## config.mk

```make
export PLATFORM = sky130hd
export DESIGN_NAME = nmi_trig_ctrl
export DESIGN_NICKNAME = d
export VERILOG_FILES = /design/src/rtl/nmi_trig_pkg.sv /design/src/rtl/nmi_sync.sv /design/src/rtl/nmi_detect.sv /design/src/rtl/nmi_regs.sv /design/src/rtl/nmi_trig_ctrl.sv
export SDC_FILE = /design/constraint.sdc
export NUM_CORES = 1
export LEC_CHECK = 0
export BUFFER_PORTS_ARGS = -buffer_cell sky130_fd_sc_hd__buf_4
export CAP_MARGIN = 10
export CORE_ASPECT_RATIO = 0.7
export CORE_UTILIZATION = 47
export CTS_CLUSTER_SIZE = 28
export DETAILED_ROUTE_END_ITERATION = 10
export PLACE_DENSITY = 0.79
export SYNTH_ARGS = -nofsm -noshare
export SYNTH_HDL_FRONTEND = slang
export SYNTH_SLANG_ARGS = --single-unit
```

## constraint.sdc

```tcl
create_clock -name clk -period 2 [get_ports clk]
set_clock_uncertainty 0.2 [all_clocks]
set_input_delay 0.2 -clock clk [delete_from_list [all_inputs] [get_ports clk]]
set_output_delay 0.2 -clock clk [all_outputs]
set_load 0.1 [all_outputs]
```

## src/rtl/nmi_trig_pkg.sv

```systemverilog
package nmi_trig_pkg;

  typedef enum logic [1:0] {
    TRIG_LVL_LO    = 2'd0,
    TRIG_EDGE_FALL = 2'd1,
    TRIG_LVL_HI    = 2'd2,
    TRIG_EDGE_RISE = 2'd3
  } trig_mode_e;

  localparam int MAP_WIDE_GAP = 0;
  localparam int MAP_PEND_MID = 1;
  localparam int MAP_EN_MID   = 2;

  function automatic int unsigned ofs_ctrl(int layout);
    return 32'h00;
  endfunction

  function automatic int unsigned ofs_pend(int layout);
    return (layout == MAP_EN_MID) ? 32'h08 : 32'h04;
  endfunction

  function automatic int unsigned ofs_en(int layout);
    case (layout)
      MAP_WIDE_GAP: return 32'h34;
      MAP_EN_MID:   return 32'h04;
      default:      return 32'h08;
    endcase
  endfunction

endpackage

```

## src/rtl/nmi_sync.sv

```systemverilog
module nmi_sync #(
  parameter int STAGES  = 2,
  parameter bit RST_VAL = 1'b1
) (
  input  logic clk,
  input  logic rst_n,
  input  logic din,
  output logic dout
);
  logic [STAGES-1:0] chain_q;

  generate
    for (genvar i = 0; i < STAGES; i++) begin : g_stage
      if (i == 0) begin : g_first
        always_ff @(posedge clk or negedge rst_n)
          if (!rst_n) chain_q[0] <= RST_VAL;
          else        chain_q[0] <= din;
      end else begin : g_next
        always_ff @(posedge clk or negedge rst_n)
          if (!rst_n) chain_q[i] <= RST_VAL;
          else        chain_q[i] <= chain_q[i-1];
      end
    end
  endgenerate

  assign dout = chain_q[STAGES-1];
endmodule

```

## src/rtl/nmi_detect.sv

```systemverilog
module nmi_detect
  import nmi_trig_pkg::*;
(
  input  logic       clk,
  input  logic       rst_n,
  input  logic       line_s,
  input  trig_mode_e mode,
  input  logic       clr_pulse,
  output logic       set_evt,
  output logic       pend_bit
);
  logic prev_q;
  logic rise, fall;

  assign rise = line_s & ~prev_q;
  assign fall = ~line_s & prev_q;

  always_comb begin
    case (mode)
      TRIG_LVL_LO:    set_evt = ~line_s;
      TRIG_EDGE_FALL: set_evt = fall;
      TRIG_LVL_HI:    set_evt = line_s;
      default:        set_evt = rise;
    endcase
  end

  always_ff @(posedge clk or negedge rst_n) begin
    if (!rst_n) begin
      prev_q   <= 1'b1;
      pend_bit <= 1'b0;
    end else begin
      prev_q   <= line_s;
      pend_bit <= set_evt | (pend_bit & ~clr_pulse);
    end
  end
endmodule

```

## src/rtl/nmi_regs.sv

```systemverilog
module nmi_regs
  import nmi_trig_pkg::*;
#(
  parameter int ADDR_W = 8,
  parameter int DATA_W = 32,
  parameter int LAYOUT = MAP_PEND_MID
) (
  input  logic              clk,
  input  logic              rst_n,
  input  logic              bus_en,
  input  logic              bus_we,
  input  logic [ADDR_W-1:0] bus_addr,
  input  logic [DATA_W-1:0] bus_wdata,
  input  logic              pend_bit,
  output logic [DATA_W-1:0] bus_rdata,
  output logic [DATA_W-1:0] ctrl_word,
  output logic              en_bit,
  output logic              clr_pulse,
  output trig_mode_e        mode
);
  localparam logic [ADDR_W-1:0] A_CTRL = ADDR_W'(ofs_ctrl(LAYOUT));
  localparam logic [ADDR_W-1:0] A_PEND = ADDR_W'(ofs_pend(LAYOUT));
  localparam logic [ADDR_W-1:0] A_EN   = ADDR_W'(ofs_en(LAYOUT));

  logic hit_ctrl, hit_pend, hit_en, wr;

  assign hit_ctrl = (bus_addr == A_CTRL);
  assign hit_pend = (bus_addr == A_PEND);
  assign hit_en   = (bus_addr == A_EN);
  assign wr       = bus_en & bus_we;

  assign clr_pulse = wr & hit_pend & bus_wdata[0];
  assign mode      = trig_mode_e'(ctrl_word[1:0]);

  always_ff @(posedge clk or negedge rst_n) begin
    if (!rst_n) begin
      ctrl_word <= '0;
      en_bit    <= 1'b0;
    end else begin
      if (wr && hit_ctrl) ctrl_word <= bus_wdata;
      if (wr && hit_en)   en_bit    <= bus_wdata[0];
    end
  end

  always_comb begin
    bus_rdata = '0;
    if (hit_ctrl)      bus_rdata = ctrl_word;
    else if (hit_pend) bus_rdata[0] = pend_bit;
    else if (hit_en)   bus_rdata[0] = en_bit;
  end
endmodule

```

## src/rtl/nmi_trig_ctrl.sv

```systemverilog
module nmi_trig_ctrl
  import nmi_trig_pkg::*;
#(
  parameter int ADDR_W      = 8,
  parameter int LAYOUT      = MAP_PEND_MID,
  parameter int SYNC_STAGES = 2
) (
  input  logic              clk,
  input  logic              rst_n,
  input  logic              nmi_in,
  input  logic              bus_en,
  input  logic              bus_we,
  input  logic [ADDR_W-1:0] bus_addr,
  input  logic [31:0]       bus_wdata,
  output logic [31:0]       bus_rdata,
  output logic              irq_out
);
  logic       line_s;
  logic       set_evt, pend_bit, en_bit, clr_pulse;
  logic [31:0] ctrl_word;
  trig_mode_e mode;

  nmi_sync #(.STAGES(SYNC_STAGES), .RST_VAL(1'b1)) u_sync (
    .clk(clk), .rst_n(rst_n), .din(nmi_in), .dout(line_s)
  );

  nmi_regs #(.ADDR_W(ADDR_W), .DATA_W(32), .LAYOUT(LAYOUT)) u_regs (
    .clk(clk), .rst_n(rst_n), .bus_en(bus_en), .bus_we(bus_we),
    .bus_addr(bus_addr), .bus_wdata(bus_wdata), .pend_bit(pend_bit),
    .bus_rdata(bus_rdata), .ctrl_word(ctrl_word), .en_bit(en_bit),
    .clr_pulse(clr_pulse), .mode(mode)
  );

  nmi_detect u_det (
    .clk(clk), .rst_n(rst_n), .line_s(line_s), .mode(mode),
    .clr_pulse(clr_pulse), .set_evt(set_evt), .pend_bit(pend_bit)
  );

  always_ff @(posedge clk or negedge rst_n) begin
    if (!rst_n) irq_out <= 1'b0;
    else        irq_out <= pend_bit & en_bit;
  end
endmodule

```

==> impl_metrics.env, run 1 <==
export IMPL_outcome="finished clean"
export IMPL_postRouteAntennaNets=0
export IMPL_drc_errors=0
export IMPL_area_growth_pct=61.1
export IMPL_syn_cell_area_um2=1830
export IMPL_numPortBuffers=77
export IMPL_place_detailed_hpwl_um=2810
export IMPL_grt_usage_pct=22.9
export IMPL_peakVddDrop_uv=335
export IMPL_ys_warn_count=0
export IMPL_synth_seq_area_share_pct=52.1
export IMPL_min_period_over_period_pct=96.6
export IMPL_die_h_um=54.2
export IMPL_setup_tns_ns=0
export IMPL_cp_buffers_inverters=1
export IMPL_globalplace_congestion=0.831
export IMPL_globalRoute_totalOverflow=0
export IMPL_crit_family="flip-flops"
export IMPL_synth_cells=129
export IMPL_grt_pass1_vias=1465
export IMPL_crit_path_end_kind="output pin"
export IMPL_total_leakage_power_nw=1.60
export IMPL_rows=18
export IMPL_fillers=207
export IMPL_path_clk_slew_ns=0.07
export IMPL_hp_start="u_sync.chain_q[0]$_DFF_PN1_"
export IMPL_fin_nets=291
export IMPL_initial_utilization_pct=50.5
export IMPL_fmax_ghz=0.518
export IMPL_postLayoutCoreUtil_pct=81.4
export IMPL_worstPathRequired_ns=1.60
export IMPL_antenna_found_initial=0
export IMPL_cp_slowest_cell="dfrtp_1"
export IMPL_finalHoldViolations=0
export IMPL_rsz0062_at_grt="false"
export IMPL_powerDensity_nw_per_um2=519
export IMPL_layout_drive_gt1_share_pct=64.4
export IMPL_insertedDiodeCount=0
export IMPL_cp_slowest_stage_delay_ns=0.40
export IMPL_vias=1415
export IMPL_criticalPathCategory="flop to output pin"
export IMPL_avgSynthCellArea_um2=14.2
export IMPL_r2r_start="u_det.prev_q$_DFF_PN1_"
export IMPL_tightest_slew_ns=0.467
export IMPL_clock_sinks=38
export IMPL_stdcell_area_um2=2950
export IMPL_worst_path_max_fanout=4
export IMPL_cp_cell_sequence="mux2i_1, or2_2, a21oi_2, buf_4"
export IMPL_final_max_slew_violation_count=0
export IMPL_die_area_um2=4150
export IMPL_cts_tree="yes"
export IMPL_drv_cap=0
export IMPL_post_cts_buffers=0
export IMPL_grt_pass1_wl_um=7020
export IMPL_drt_total_wl_um=4450
export IMPL_cts_root_buf="clkbuf_8"
export IMPL_worstPathArrival_ns=1.53
export IMPL_drt_iter0_drc=58
export IMPL_placed_area_um2=2520
export IMPL_fp_dieW_um=76.6
export IMPL_dr_pass1_iters=4
export IMPL_ys_seq_elements=38
export IMPL_synth_cell_type_count=20
export IMPL_clk_latency_ns=0.28
export IMPL_relSlewSlack_pct=68.9
export IMPL_grt_max_degree=39
export IMPL_syn_num_nets=174
export IMPL_hold_path_class="flop to flop"
export IMPL_cts_made_buffers=5
export IMPL_num_io_pins=78
export IMPL_crit_path_start="u_regs.ctrl_word[0]$_DFFE_PN0P_"
export IMPL_cp_start_kind="flop"
export IMPL_htreeDepth=2
export IMPL_viasPerCell=4.76
export IMPL_fin_crit_ns=1.93
export IMPL_post_drt_wl_per_cell_um=15.0
export IMPL_core_region_area_um2=3630
export IMPL_setup_viol=0
export IMPL_clock_path_buffers=2
[what timing repair did]
action / 4_1_cts / 5_1_grt
gates resized for setup: 0 / 0
hold buffers: 34 / 0
endpoints found under the hold margin: 69 / 0
[worst paths after layout]
check / slack, ns / end / cells after the start
worst max register to register: 0.83 / u_det.pend_bit$_DFF_PN0_ / 2
worst max-delay path: 0.07 / bus_rdata[0] / 4
worst min register to register: 0.16 / u_sync.dout$_DFF_PN1_ / 0
min in group asynchronous: 0.22 / u_regs.ctrl_word[21]$_DFFE_PN0P_ / 2
worst min-delay path: 0.16 / u_sync.dout$_DFF_PN1_ / 0
max in group asynchronous: 1.02 / u_sync.chain_q[0]$_DFF_PN1_ / 2
[layout make-up]
class	count	area [um^2]	area share (%)
Timing Repair Buffer	116	968	32.8
Tap cell	50	62.6	2.12
Clock buffer	7	86.3	2.93
Multi-Input combinational cell	85	873	29.6
Clock inverter	1	5.00	0.170
Sequential cell	38	955	32.4
[metal layers]
| layer | routed length, um | up-vias | GRT usage [%] |
|---|---|---|---|
| met5 | 0 | - | 0 |
| met4 | 54 | 0 | 6.73 |
| met3 | 260 | 8 | 6.00 |
| met2 | 2120 | 59 | 41.0 |
| met1 | 2010 | 679 | 28.3 |
| li1 | - | 669 | - |
[cells in the final DEF, fill, tap and decap left out]
cell           Yosys  routed
buf_4              0      81
dfrtp_1           35      35
dlygate4sd3_1      0      34
and2_2             0      30
mux2_4            30      30
clkbuf_8           0       6
and2_1            33       3
nand2_1            3       3
mux2_2             3       3
dfstp_2            3       3
nor2_1             2       2
nand4_1            2       2
nor2b_1            2       2
nor4_4             1       1
and3_1             1       1
and3b_1            1       1
a21oi_1            2       1
nor3_1             1       1
a211o_1            1       1
mux2i_1            1       1
or2_2              1       1
a21oi_2            0       1
nand4_4            1       1
clkbuf_1           3       1
clkinv_2           0       1
buf_12             0       1
[power by group]
part	internal [mW]	switching, mW	total [mW]
combinational	0.130	0.0644	0.194
sequential	0.792	0.0116	0.804
clock	0.278	0.255	0.533
total	1.20	0.331	1.53
[through the flow]
stage	cells	power (mW)	hold WS, ns	setup slack, ns
2_1_floorplan	129	0.859	-0.296	0.0148
3_3_place_gp	255	0.950	-0.0185	0.171
3_5_place_dp	255	0.957	-0.0153	0.141
4_1_cts	297	1.54	0.152	0.0361
5_1_grt	297	1.59	0.164	0.00889
6_report	297	1.53	0.159	0.0689
[cells by family after synthesis]
kind of cell / Yosys count / synth area share [%]
AND/OR/NAND/NOR: 48 / 17.4
AO/OA/AOI/OAI: 3 / 1.02
buffers and inverters: 6 / 2.46
multiplexers: 34 / 27.0
flip-flops: 38 / 52.1
[sequential cells by signal (all words and copies together) (netlist names)]
signal / cells
u_regs.ctrl_word: 32
irq_out: 1
u_det.pend_bit: 1
u_det.prev_q: 1
u_regs.en_bit: 1
u_sync.chain_q: 1
u_sync.dout: 1
[synthesized netlist by cell type, drive strengths merged]
library cell	number	share of area, %
buf	3	1.8
clkbuf	3	0.61
nor4	1	1.2
dfrtp	35	48
or2	1	0.34
a211o	1	0.48
dfstp	3	4.3
mux2	33	26
and3b	1	0.48
a21oi	2	0.55
and3	1	0.34
nand4	3	1.8
nor3	1	0.27
nand2	3	0.61
nor2	2	0.41
mux2i	1	0.55
and2	33	11
nor2b	2	0.68
Note: power is estimated with default switching activity, not from simulation.
==> run 2: changes to the inputs <==
--- a/config.mk
+++ b/config.mk
@@ -7,11 +7,13 @@
 export LEC_CHECK = 0
 export BUFFER_PORTS_ARGS = -buffer_cell sky130_fd_sc_hd__buf_4
 export CAP_MARGIN = 10
+export CELL_PAD_IN_SITES_DETAIL_PLACEMENT = 1
+export CELL_PAD_IN_SITES_GLOBAL_PLACEMENT = 1
 export CORE_ASPECT_RATIO = 0.7
-export CORE_UTILIZATION = 47
+export CORE_UTILIZATION = 37
 export CTS_CLUSTER_SIZE = 28
 export DETAILED_ROUTE_END_ITERATION = 10
-export PLACE_DENSITY = 0.79
+export PLACE_DENSITY_LB_ADDON = 0.1
 export SYNTH_ARGS = -nofsm -noshare
 export SYNTH_HDL_FRONTEND = slang
 export SYNTH_SLANG_ARGS = --single-unit
==> run 2 against run 1 <==
Effect of this change: setup slack improved by 0.028 ns; fmax rose by 1.5%; via count rose by 1.3%; count of clock-buffer cells in the layout fell by 1; wire length rose by 3.1%; sequential cell count did not move; global-route usage fell by 4.7 points; register-to-register slack barely moved; core utilization fell by 19 points; clock power rose by 4.5%; largest cell class unchanged; sequential share of layout area fell by 0.38 points; critical path depth rose by 2.
==> impl_metrics.env, run 2 (same netlist as run 1, synthesis figures left out) <==
export IMPL_grt_pass1_wl_um=7120
export IMPL_setup_viol=0
export IMPL_placed_area_um2=2550
export IMPL_setup_tns_ns=0
export IMPL_min_period_over_period_pct=95.1
export IMPL_area_growth_pct=63.0
export IMPL_cts_root_buf="clkbuf_8"
export IMPL_powerDensity_nw_per_um2=520
export IMPL_crit_path_start="bus_addr[7]"
export IMPL_fillers=485
export IMPL_viasPerCell=4.52
export IMPL_r2r_start="u_det.prev_q$_DFF_PN1_"
export IMPL_outcome="finished clean"
export IMPL_seqCellArea_um2=955
export IMPL_rsz0062_at_grt="false"
export IMPL_hold_path_class="primary input to flop"
export IMPL_post_drt_wl_per_cell_um=14.5
export IMPL_postRouteAntennaNets=0
export IMPL_fin_nets=292
export IMPL_dp_cells=275
export IMPL_globalplace_congestion=0.734
export IMPL_clock_path_buffers=2
export IMPL_max_flop_register="u_regs.ctrl_word"
export IMPL_finalNonFillerCells=317
export IMPL_worst_path_max_fanout=24
export IMPL_path_clk_slew_ns=0.08
export IMPL_vias=1433
export IMPL_initial_utilization_pct=38.5
export IMPL_grt_usage_pct=18.2
export IMPL_finalHoldViolations=0
export IMPL_drt_total_wl_um=4580
export IMPL_die_h_um=60.9
export IMPL_worstPathArrival_ns=1.50
export IMPL_cts_made_buffers=5
export IMPL_whs_ns=0.146
export IMPL_final_common_cell="buf_4"
export IMPL_dr_pass1_iters=6
export IMPL_r2r_cells=2
export IMPL_grt_pass1_vias=1460
export IMPL_worstPathRequired_ns=1.60
export IMPL_reg2reg_slack_ns=0.83
export IMPL_tightest_slew_ns=0.479
export IMPL_ctsResizeCount=0
export IMPL_total_leakage_power_nw=1.60
export IMPL_fp_dieW_um=86.1
export IMPL_grt_max_degree=39
export IMPL_clock_sinks=38
export IMPL_die_area_um2=5240
export IMPL_fin_crit_ns=1.90
export IMPL_final_cell_mix="82 x buf_4, 35 x dfrtp_1, 34 x dlygate4sd3_1"
export IMPL_rows=21
export IMPL_core_region_area_um2=4760
export IMPL_numPortBuffers=77
export IMPL_final_max_slew_violation_count=0
export IMPL_peakVddDrop_uv=295
export IMPL_clk_latency_ns=0.29
export IMPL_multi_input_area_um2=873
export IMPL_stdcell_area_um2=2990
export IMPL_insertedDiodeCount=0
export IMPL_antenna_found_initial=0
export IMPL_cp_start_kind="primary input"
export IMPL_r2r_end="u_det.pend_bit$_DFF_PN0_"
export IMPL_criticalPathCategory="primary input to output pin"
export IMPL_drc_errors=0
export IMPL_drv_cap=0
export IMPL_relSlewSlack_pct=68.1
export IMPL_place_detailed_hpwl_um=2870
export IMPL_globalRoute_totalOverflow=0
export IMPL_htreeDepth=2
export IMPL_num_io_pins=78
export IMPL_fmax_ghz=0.526
export IMPL_cts_tree="yes"
export IMPL_crit_path_end="bus_rdata[7]"
export IMPL_postLayoutCoreUtil_pct=62.8
export IMPL_drt_iter0_drc=26
export IMPL_crit_path_end_kind="output pin"
export IMPL_largest_reg_flops=32
export IMPL_layout_drive_gt1_share_pct=64.9
[run 2: per-stage QoR]
| step | worst slack (ns) | total power, mW |
|---|---|---|
| floorplan | 0.0148 | 0.859 |
| finish | 0.0972 | 1.55 |
| CTS | 0.0712 | 1.57 |
| global route | 0.0272 | 1.62 |
| global placement | 0.134 | 0.951 |
| detailed placement | 0.0979 | 0.957 |
[run 2: final cells by class]
| type | count | share of cell area, % |
|---|---|---|
| Multi-Input combinational cell | 85 | 29.3 |
| Timing Repair Buffer | 117 | 32.7 |
| Clock inverter | 2 | 0.419 |
| Clock buffer | 6 | 2.77 |
| Sequential cell | 38 | 32.0 |
| Tap cell | 69 | 2.89 |
[run 2: where the power goes]
group          switching, mW  internal, mW  leakage (nW)
Clock                  0.280         0.277        0.0472
Sequential            0.0117         0.792         0.512
Combinational         0.0622         0.130          1.04
Total                  0.354          1.20          1.60
[run 2: repair_timing]
item | CTS | global route
hold buffers | 34 | 0
setup buffers | 0 | 0
hold endpoints to repair | 69 | 0
[run 2: critical path, stage by stage]
cell	delay, ns
buf_4	0.12
nor4_4	0.30
and3_1	0.27
buf_12	0.17
and2_2	0.16
buf_4	0.28
[run 2: how the worst min path moves through the flow]
| stage | to | start | depth (start not counted) |
|---|---|---|---|
| 2_1_floorplan | irq_out$_DFF_PN0_ | rst_n | 0 |
| 3_3_place_gp | u_regs.ctrl_word[21]$_DFFE_PN0P_ | rst_n | 1 |
| 3_5_place_dp | u_regs.ctrl_word[21]$_DFFE_PN0P_ | rst_n | 1 |
| 4_1_cts | u_sync.dout$_DFF_PN1_ | u_sync.chain_q[0]$_DFF_PN1_ | 0 |
| 5_1_grt | u_regs.en_bit$_DFFE_PN0P_ | bus_addr[2] | 4 |
| 6_report | u_regs.en_bit$_DFFE_PN0P_ | bus_addr[2] | 4 |
[run 2: routing by layer]
metal	track usage, %	share of wire, %	vias to the layer above	wire length [um]
met3	4.90	4.4	7	201
met1	22.5	44	711	2010
met2	32.1	51	40	2340
met4	5.00	0.65	0	30
met5	0	0	-	0
li1	-	-	675	-
